$ cat src/rtl/mtg_pkg.sv
// Shared types and the LFSR step used by the traffic generator.
package mtg_pkg;
    typedef enum logic [1:0] {PH_IDLE, PH_WRITE, PH_READ, PH_HOLD} phase_t;

    localparam int          LFSR_W    = 32;
    localparam logic [31:0] LFSR_MASK = 32'h8020_0003;

    // One right-shifting Galois step of the maximal-length 32-bit LFSR.
    function automatic logic [LFSR_W-1:0] lfsr_advance(input logic [LFSR_W-1:0] s);
        lfsr_advance = (s >> 1) ^ (s[0] ? LFSR_MASK : '0);
    endfunction
endpackage

$ cat src/rtl/mtg_pattern.sv
// Address-to-data scrambler. Combinational.
// Seeds the LFSR with the address XOR a constant, then steps it WARM_STEPS
// times. Each further 32-bit data lane takes one extra step.
// Assumes ADDR_W < 32, so a constant with bit 31 set keeps the seed nonzero,
// and assumes DATA_W is a multiple of 32.
module mtg_pattern
    import mtg_pkg::*;
#(
    parameter int          ADDR_W     = 23,
    parameter int          DATA_W     = 32,
    parameter int          WARM_STEPS = 4,
    parameter logic [31:0] SEED_XOR   = 32'hC3A5_5A5A
) (
    input  logic [ADDR_W-1:0] addr,
    output logic [DATA_W-1:0] data
);
    localparam int LANES = DATA_W / LFSR_W;
    localparam int CHAIN = WARM_STEPS + LANES - 1;

    logic [LFSR_W-1:0] seed;
    logic [LFSR_W-1:0] stage [CHAIN];

    // Seed formation: zero-extend the address, then mix in the constant.
    always_comb seed = LFSR_W'(addr) ^ SEED_XOR;

    // A nonzero seed keeps the LFSR out of its lock-up state.
    always_comb a_r5_seed_nonzero: assert (seed != '0);

    for (genvar i = 0; i < CHAIN; i++) begin : g_step
        if (i == 0) begin : g_first
            assign stage[i] = lfsr_advance(seed);
        end else begin : g_next
            assign stage[i] = lfsr_advance(stage[i-1]);
        end
    end

    for (genvar j = 0; j < LANES; j++) begin : g_lane
        assign data[j*LFSR_W +: LFSR_W] = stage[WARM_STEPS-1+j];
    end
endmodule

$ cat src/rtl/mtg_seq.sv
// Request sequencer.
// Waits for init_done, issues NUM_XFER writes and then NUM_XFER reads to
// addresses BASE, BASE+STEP, and so on, and then idles until reset.
// Assumes the controller accepts a request on any edge where req_ready is high.
module mtg_seq
    import mtg_pkg::*;
#(
    parameter int                ADDR_W    = 23,
    parameter int                NUM_XFER  = 16,
    parameter logic [ADDR_W-1:0] BASE_ADDR = '0,
    parameter logic [ADDR_W-1:0] ADDR_STEP = 1
) (
    input  logic              clk,
    input  logic              rst_n,
    input  logic              init_done,
    input  logic              req_ready,
    output logic              req_valid,
    output logic              req_write,
    output logic [ADDR_W-1:0] req_addr
);
    localparam int CNT_W = $clog2(NUM_XFER + 1);

    phase_t            phase;
    logic [CNT_W-1:0]  idx;
    logic [ADDR_W-1:0] addr_q;
    logic              fire;
    logic              last;

    assign fire      = req_valid && req_ready;
    assign last      = (idx == CNT_W'(NUM_XFER - 1));
    assign req_valid = (phase == PH_WRITE) || (phase == PH_READ);
    assign req_write = (phase == PH_WRITE);
    assign req_addr  = addr_q;

    // Phase, transfer count and address advance on each handshake.
    always_ff @(posedge clk) begin
        if (!rst_n) begin
            phase  <= PH_IDLE;
            idx    <= '0;
            addr_q <= BASE_ADDR;
        end else begin
            case (phase)
                PH_IDLE:  if (init_done) phase <= PH_WRITE;
                PH_WRITE: if (fire) begin
                    if (last) begin
                        phase  <= PH_READ;
                        idx    <= '0;
                        addr_q <= BASE_ADDR;
                    end else begin
                        idx    <= idx + 1'b1;
                        addr_q <= addr_q + ADDR_STEP;
                    end
                end
                PH_READ:  if (fire) begin
                    if (last) begin
                        phase <= PH_HOLD;
                    end else begin
                        idx    <= idx + 1'b1;
                        addr_q <= addr_q + ADDR_STEP;
                    end
                end
                default:  phase <= PH_HOLD;
            endcase
        end
    end

    // traffic starts only after init_done has been sampled high.
    a_r1_start_after_init: assert property (@(posedge clk) disable iff (!rst_n)
        $rose(req_valid) |-> $past(init_done));

    // a stalled request keeps its contents.
    a_r2_hold_stalled: assert property (@(posedge clk) disable iff (!rst_n)
        req_valid && !req_ready |=> req_valid && $stable(req_write) && $stable(req_addr));

    // no write ever follows a read.
    a_r3_write_before_read: assert property (@(posedge clk) disable iff (!rst_n)
        $past(req_valid && !req_write) |-> !(req_valid && req_write));

    // within a phase, each accepted request moves the address by one stride.
    a_r4_addr_stride: assert property (@(posedge clk) disable iff (!rst_n)
        req_valid && $past(req_valid && req_ready) && (req_write == $past(req_write))
        |-> req_addr == $past(req_addr) + ADDR_STEP);
endmodule

$ cat src/rtl/mtg_checker.sv
// Read-data checker.
// Takes read words in order, tracks the address it expects next and compares
// each word against the pattern generated for that address (supplied on
// exp_data). Raises a sticky fail flag and a done flag after NUM_XFER words.
// Assumes read data returns in request order.
module mtg_checker #(
    parameter int                ADDR_W    = 23,
    parameter int                DATA_W    = 32,
    parameter int                NUM_XFER  = 16,
    parameter logic [ADDR_W-1:0] BASE_ADDR = '0,
    parameter logic [ADDR_W-1:0] ADDR_STEP = 1
) (
    input  logic              clk,
    input  logic              rst_n,
    input  logic              rd_valid,
    input  logic [DATA_W-1:0] rd_data,
    input  logic [DATA_W-1:0] exp_data,
    output logic [ADDR_W-1:0] exp_addr,
    output logic              test_done,
    output logic              test_fail
);
    localparam int CNT_W = $clog2(NUM_XFER + 1);

    logic [CNT_W-1:0] cnt;
    logic             take;

    assign take = rd_valid && !test_done;

    // Compare each accepted word and step to the next expected address.
    always_ff @(posedge clk) begin
        if (!rst_n) begin
            cnt       <= '0;
            exp_addr  <= BASE_ADDR;
            test_done <= 1'b0;
            test_fail <= 1'b0;
        end else if (take) begin
            if (rd_data != exp_data) test_fail <= 1'b1;
            if (cnt == CNT_W'(NUM_XFER - 1)) begin
                test_done <= 1'b1;
            end else begin
                cnt      <= cnt + 1'b1;
                exp_addr <= exp_addr + ADDR_STEP;
            end
        end
    end

    // the fail flag never clears before reset.
    a_r6_fail_sticky: assert property (@(posedge clk) disable iff (!rst_n)
        test_fail |=> test_fail);

    // the done flag never clears before reset.
    a_r7_done_sticky: assert property (@(posedge clk) disable iff (!rst_n)
        test_done |=> test_done);

    // read words arriving after done leave the fail flag alone.
    a_r7_ignore_late: assert property (@(posedge clk) disable iff (!rst_n)
        test_done && rd_valid |=> $stable(test_fail));

    // with no read word present, the fail flag cannot rise.
    a_r6_only_on_valid: assert property (@(posedge clk) disable iff (!rst_n)
        !rd_valid |=> $stable(test_fail));
endmodule

$ cat src/rtl/mem_traffic_gen.sv
// Post-calibration traffic generator, top level.
// Ties the sequencer, one pattern generator for write data, one pattern
// generator for expected read data, and the read checker together.
// Address layout: {bank, row, column}. The stride adds one to every field.
module mem_traffic_gen #(
    parameter int COL_W      = 8,
    parameter int ROW_W      = 12,
    parameter int BANK_W     = 3,
    parameter int DATA_W     = 32,
    parameter int NUM_XFER   = 16,
    parameter int WARM_STEPS = 4,
    parameter int BASE_ADDR  = 0
) (
    input  logic                            clk,
    input  logic                            rst_n,
    input  logic                            init_done,
    input  logic                            req_ready,
    output logic                            req_valid,
    output logic                            req_write,
    output logic [COL_W+ROW_W+BANK_W-1:0]   req_addr,
    output logic [DATA_W-1:0]               req_wdata,
    input  logic                            rd_valid,
    input  logic [DATA_W-1:0]               rd_data,
    output logic                            test_done,
    output logic                            test_fail
);
    localparam int                ADDR_W = COL_W + ROW_W + BANK_W;
    localparam logic [ADDR_W-1:0] STEP   = ADDR_W'(1)
                                         + (ADDR_W'(1) << COL_W)
                                         + (ADDR_W'(1) << (COL_W + ROW_W));
    localparam logic [ADDR_W-1:0] BASE   = ADDR_W'(BASE_ADDR);

    logic [ADDR_W-1:0] chk_addr;
    logic [DATA_W-1:0] chk_data;

    mtg_seq #(
        .ADDR_W(ADDR_W), .NUM_XFER(NUM_XFER), .BASE_ADDR(BASE), .ADDR_STEP(STEP)
    ) u_seq (
        .clk(clk), .rst_n(rst_n), .init_done(init_done), .req_ready(req_ready),
        .req_valid(req_valid), .req_write(req_write), .req_addr(req_addr)
    );

    mtg_pattern #(
        .ADDR_W(ADDR_W), .DATA_W(DATA_W), .WARM_STEPS(WARM_STEPS)
    ) u_wr_pat (
        .addr(req_addr), .data(req_wdata)
    );

    mtg_pattern #(
        .ADDR_W(ADDR_W), .DATA_W(DATA_W), .WARM_STEPS(WARM_STEPS)
    ) u_rd_pat (
        .addr(chk_addr), .data(chk_data)
    );

    mtg_checker #(
        .ADDR_W(ADDR_W), .DATA_W(DATA_W), .NUM_XFER(NUM_XFER),
        .BASE_ADDR(BASE), .ADDR_STEP(STEP)
    ) u_chk (
        .clk(clk), .rst_n(rst_n), .rd_valid(rd_valid), .rd_data(rd_data),
        .exp_data(chk_data), .exp_addr(chk_addr),
        .test_done(test_done), .test_fail(test_fail)
    );

    // the flags are low while reset is applied.
    a_r8_reset_quiet: assert property (@(posedge clk)
        $past(!rst_n) |-> !req_valid && !test_done && !test_fail);
endmodule

$ cat config.mk
export PLATFORM = sky130hd
export DESIGN_NAME = mem_traffic_gen
export DESIGN_NICKNAME = d
export VERILOG_FILES = /design/src/rtl/mtg_pkg.sv /design/src/rtl/mtg_pattern.sv /design/src/rtl/mtg_seq.sv /design/src/rtl/mtg_checker.sv /design/src/rtl/mem_traffic_gen.sv
export SDC_FILE = /design/constraint.sdc
export NUM_CORES = 1
export LEC_CHECK = 0
export CORE_MARGIN = 8
export CORE_UTILIZATION = 38
export DETAILED_ROUTE_END_ITERATION = 10
export PLACE_DENSITY_LB_ADDON = 0.3
export SYNTH_ARGS = -nofsm -noshare
export SYNTH_HDL_FRONTEND = slang
export SYNTH_SLANG_ARGS = --single-unit
$ cat constraint.sdc
create_clock -name clk -period 2.9 [get_ports clk]
set_clock_uncertainty 0.1 [all_clocks]
set_input_delay 0.725 -clock clk [delete_from_list [all_inputs] [get_ports clk]]
set_output_delay 0.725 -clock clk [all_outputs]
set_load 0.005 [all_outputs]
==> summary.txt, run 1 <==
outcome: finished clean
CTS tree: done
leakage power: 1.77 nW
via count: 3,092
Die ar.: 12,900 µm²
setup bufs post-CTS: 0
initial antenna violation count: 0
count leader, synth: dfxtp_1
critical path class: register to output port
Hold WS: 0.347 ns
leading area contributor after synthesis: dfxtp_1
ys async rst share: 0%
port bufs: 89
crit path max fanout: 8
Final HPWL DP: 6590 µm
Synth Area in Simple Gates: 26.5%
top cells by area, synth: dfxtp_1 33%, xnor2_1 9.6%, xor2_1 5.8%
die height: 114 µm
Cell variety after synth: 56
crit path capture type: output port
Top FF cell, synth: dfxtp_1
DR DRC count: 0
Core Area: 9240 µm²
Worst R2R Start: u_chk.cnt[0]
most crowded layer after global routing: met2
hold_sp: u_seq.idx[4]
Synth Area in Compound Gates: 10.2%
Final Util: 51.6%
total power: 2.82 mW
GR Util met1: 17.4%
grt ovf: 0
# setup viols final: 0
Worst-Margin Slew: 0.684 ns
Slew Viols, Final: 0
Antenna Cells: 0
crit path time final: 2.78 ns
Hold Fails Final Rpt: 0
final net count: 553
Max-Cap Viols: 0
M3 GR Usage: 5.65%
XOR/XNOR share of the synthesized area: 15.4%
drt wl/cell: 14.1 µm
post-synthesis sequential area ratio: 33.1%
Synth top area share: 33.1%
# clock sinks: 60
clk slew on worst S/H paths: 0.06 ns
setup TNS: 0 ns
Yosys reg bits: 60
fin crit share: 95.8%
synthesized instance count: 428
hold_buf cts: 0
CTS buffer count: 9
clock insertion delay at the later pin of the skew report: 0.33 ns
top cells by count, synth: 60 x dfxtp_1, 40 x xnor2_1, 34 x nand2_1
mux contribution to synthesized area: 3.45%
antenna viol nets, final: 0
Slew HR: 54.2%
met2 GRT Util: 22.0%
post-DR vias/cell: 4.83
DRT iter0 DRCs: 114
Ports: 96
PwrDens: 593 nW/µm²
Crit. Startpoint: u_seq.req_addr[0]
proportion of layout cells with a drive suffix above 1: 7.05%
unrepaired setup endpoints after global routing: true
Avg Cell Area, Syn: 8.48 µm²
Final Wtd Congestion: 0.818
Root Driver: clkbuf_8
Post-Route WL: 9010 µm
Layout area overhead: 31.2%
min-delay worst type: register to register
CP startpoint kind: register
worst path required time: 2.08 ns
first-pass GRT wire length: 15,000 µm
crit path DAT: 1.95 ns
main combinational cell family by area after synthesis: simple AND/OR/NAND/NOR gates
worst-case clock buffer depth: 2
htree depth: 3
maximum vdd ir drop: 0.000381 V
Post-Synth Adder-Cell Area: 3.45%
Pre-antenna DRT Iters: 4
number of flops mapped to enable cells by yosys: 0
largest net degree at the start of global routing: 48
row cnt: 35
Initial Util: 39.3%
number of warnings issued by yosys: 0
Mapped Area: 3630 µm²
Die Width: 114 µm
vias in the first global route: 3,075
Overall Global Routing Usage: 14.1%
f_max: 360 MHz
## layer usage
metal	wire, µm	up-vias
li1	-	1597
met1	4280	1406
met2	3980	84
met3	685	5
met4	59	0
met5	0	-
## flip-flops by register name, summed over array words and instances (netlist names)
name / flops
u_chk.exp_addr: 23
u_seq.phase: 2
u_seq.req_addr: 23
u_chk.test_fail: 1
u_chk.cnt: 5
u_seq.idx: 5
u_chk.test_done: 1
## power by group
part	internal, mW	switching [mW]
Sequential	0.890	0.0862
Clock	0.441	0.329
Combinational	0.565	0.513
Total	1.90	0.928
## final cells by class
cell class              count  area, µm²
well taps                 129        161
fillers                   892       4480
multi-input cells         318       2170
repair buffers             96        943
clock inverters             4       47.5
inverters                  21       78.8
flip-flops and latches     60       1200
clock buffers              12        155
## cells in the final DEF, fill, tap and decap left out, types with 4 or more instances in the layout
cell type | synthesis | routed
clkdlybuf4s50_1 | 0 | 89
dfxtp_1 | 60 | 58
xnor2_1 | 40 | 40
nand2_1 | 34 | 34
nor2_1 | 28 | 28
xor2_1 | 24 | 24
inv_1 | 21 | 21
and2_1 | 21 | 21
nand4_1 | 16 | 16
o21ai_0 | 13 | 13
nor3_1 | 12 | 12
nand3_1 | 11 | 11
mux2i_1 | 11 | 11
clkbuf_8 | 0 | 11
ha_1 | 10 | 9
a21oi_1 | 8 | 8
nand2b_1 | 7 | 7
buf_4 | 15 | 7
and3_1 | 6 | 6
or3_1 | 6 | 6
o21a_1 | 6 | 6
conb_1 | 2 | 6
nor2b_1 | 5 | 5
a21boi_0 | 5 | 5
and4_1 | 5 | 5
nor4_1 | 5 | 5
a31oi_1 | 4 | 4
## repair_timing
item	CTS	global route
hold endpoints to repair	0	0
pin swaps	0	0
resized for setup	2	1
setup endpoints to repair	2	1
## final timing paths
kind | slack (ns) | end | cells past startpoint
max | 0.12 | req_wdata[0] | 4
min | 0.35 | u_seq.idx[4] | 2
max reg2reg | 0.50 | u_chk.exp_addr[19] | 8
min reg2reg | 0.35 | u_seq.idx[4] | 2
## per-stage QoR
stage                     std cells  instance area, µm²  worst slack, ns
final                           640                4760            0.122
after detailed placement        624                4560            0.190
after global routing            640                4760          -0.0151
after CTS                       640                4760           0.0291
after global placement          624                4560            0.218
after floorplan                 432                3650            0.590
## logic make-up after synthesis
group,Yosys count
other,2
XOR/XNOR,64
AND/OR/NAND/NOR,172
multiplexers,12
buffers and inverters,54
adder cells (fa/ha/maj),10
AO/OA/AOI/OAI,54
flip-flops,60
## worst max-delay path, stage by stage, from the launching register on
cell	delay, ns
dfxtp_2	0.37
ha_2	0.41
xor2_1	0.19
xnor2_1	0.13
clkdlybuf4s50_1	0.53
Power figures use the tool's default switching activity.
==> run 2: changes to the inputs <==
--- a/config.mk
+++ b/config.mk
@@ -9,6 +9,7 @@
 export CORE_UTILIZATION = 38
 export DETAILED_ROUTE_END_ITERATION = 10
 export PLACE_DENSITY_LB_ADDON = 0.3
+export SLEW_MARGIN = 10
 export SYNTH_ARGS = -nofsm -noshare
 export SYNTH_HDL_FRONTEND = slang
 export SYNTH_SLANG_ARGS = --single-unit
==> constraint.sdc (replaced) <==
create_clock -name clk -period 3.45 [get_ports clk]
set_clock_uncertainty 0.1 [all_clocks]
set_input_delay 0.8625 -clock clk [delete_from_list [all_inputs] [get_ports clk]]
set_output_delay 0.8625 -clock clk [all_outputs]
set_load 0.005 [all_outputs]
==> summary.txt, run 2 (synthesis results as in run 1) <==
setup bufs post-CTS: 0
grt ovf: 0
Worst-Margin Slew: 0.699 ns
PwrDens: 495 nW/µm²
first-pass GRT wire length: 15,300 µm
Die ar.: 12,900 µm²
Place WS: 0.492 ns
Max-Cap Viols: 0
clock insertion delay at the later pin of the skew report: 0.34 ns
row cnt: 35
initial antenna violation count: 0
htree depth: 3
Final HPWL DP: 6600 µm
worst path required time: 2.49 ns
most common cell after layout, fill and taps aside: clkdlybuf4s50_1
die height: 114 µm
DR DRC count: 0
# clock sinks: 60
clk slew on worst S/H paths: 0.07 ns
Final Worst Setup Slack: 0.413 ns
Placed Cells: 620
crit path capture type: output port
largest net degree at the start of global routing: 42
DRT iter0 DRCs: 175
CTS tree: done
unrepaired setup endpoints after global routing: false
outcome: finished clean
# setup viols final: 0
commonest non-fill, non-tap cells in the layout: 89 x clkdlybuf4s50_1, 60 x dfxtp_1, 40 x xnor2_1
min-delay worst type: register to register
Layout area overhead: 30.2%
maximum vdd ir drop: 0.000401 V
Pre-antenna DRT Iters: 4
Hold WS: 0.355 ns
Slew HR: 53.2%
Initial Util: 39.3%
crit path DAT: 2.07 ns
Hold Fails Final Rpt: 0
Die Width: 114 µm
Non-Filler Instances: 636
Final Wtd Congestion: 0.804
Post-Route WL: 8950 µm
fin crit share: 88.0%
CTS buffer count: 9
Antenna Cells: 0
crit path max fanout: 9
CP startpoint kind: register
vias in the first global route: 3,224
Overall Global Routing Usage: 14.2%
Ports: 96
Post-CTS Resized: 0
leakage power: 1.75 nW
antenna viol nets, final: 0
drt wl/cell: 14.1 µm
worst-case clock buffer depth: 2
Root Driver: clkbuf_8
setup TNS: 0 ns
crit path time final: 3.04 ns
f_max: 329 MHz
via count: 3,091
proportion of layout cells with a drive suffix above 1: 5.92%
hold_buf cts: 0
final net count: 549
critical path class: register to output port
Core Area: 9240 µm²
Fillers: 877
port bufs: 89
post-DR vias/cell: 4.86
Slew Viols, Final: 0
[run 2: changes by cell type in the layout (fill, tap and decap cells not counted), moves of 2 or more]
cell      change
dfxtp_1       +2
dfxtp_2       -2
clkinv_4      +2
buf_4         -4
clkbuf_8      -2
[run 2: per-stage QoR]
step                utilization [%]  cell area (µm²)  total power, mW
finish                         51.1             4730             2.34
global route                   51.1             4730             2.50
CTS                            51.1             4730             2.37
detailed placement             49.0             4530             1.73
global placement               49.0             4530             1.71
floorplan                         -             3650             1.32
[run 2: per-layer routing]
layer,vias up,GRT usage (%),share of wire [%]
met5,-,0,0
met4,0,4.17,0.63
met3,5,4.70,6.8
met2,81,22.5,44
met1,1410,17.8,48
li1,1595,-,-
[run 2: final cells by class]
| cell class | instances | area [µm²] | area share [%] |
|---|---|---|---|
| inverters | 21 | 78.8 | 1.67 |
| flip-flops and latches | 60 | 1200 | 25.4 |
| well taps | 129 | 161 | 3.42 |
| clock inverters | 7 | 76.3 | 1.62 |
| clock buffers | 9 | 124 | 2.62 |
| multi-input cells | 318 | 2170 | 45.9 |
| repair buffers | 92 | 913 | 19.3 |
[run 2: power breakdown]
group	internal (mW)	switching, mW	total, mW	leakage [nW]
clock network	0.337	0.300	0.636	0.0958
logic	0.458	0.426	0.884	1.17
registers	0.747	0.0720	0.819	0.487
[run 2: path summary, 6_finish.rpt]
path,slack (ns),cells after the start,end,from
setup / recovery,0.41,4,req_wdata[1],u_seq.req_addr[2]
hold / removal,0.36,2,u_seq.idx[4],u_seq.idx[4]
hold reg to reg,0.36,2,u_seq.idx[4],u_seq.idx[4]
setup reg to reg,0.93,8,u_chk.exp_addr[17],u_chk.cnt[0]
[run 2: critical path: stages (launching register included)]
cell             delay, ns
dfxtp_1               0.52
xor2_1                0.28
xnor2_1               0.22
xor2_1                0.19
clkdlybuf4s50_1       0.53
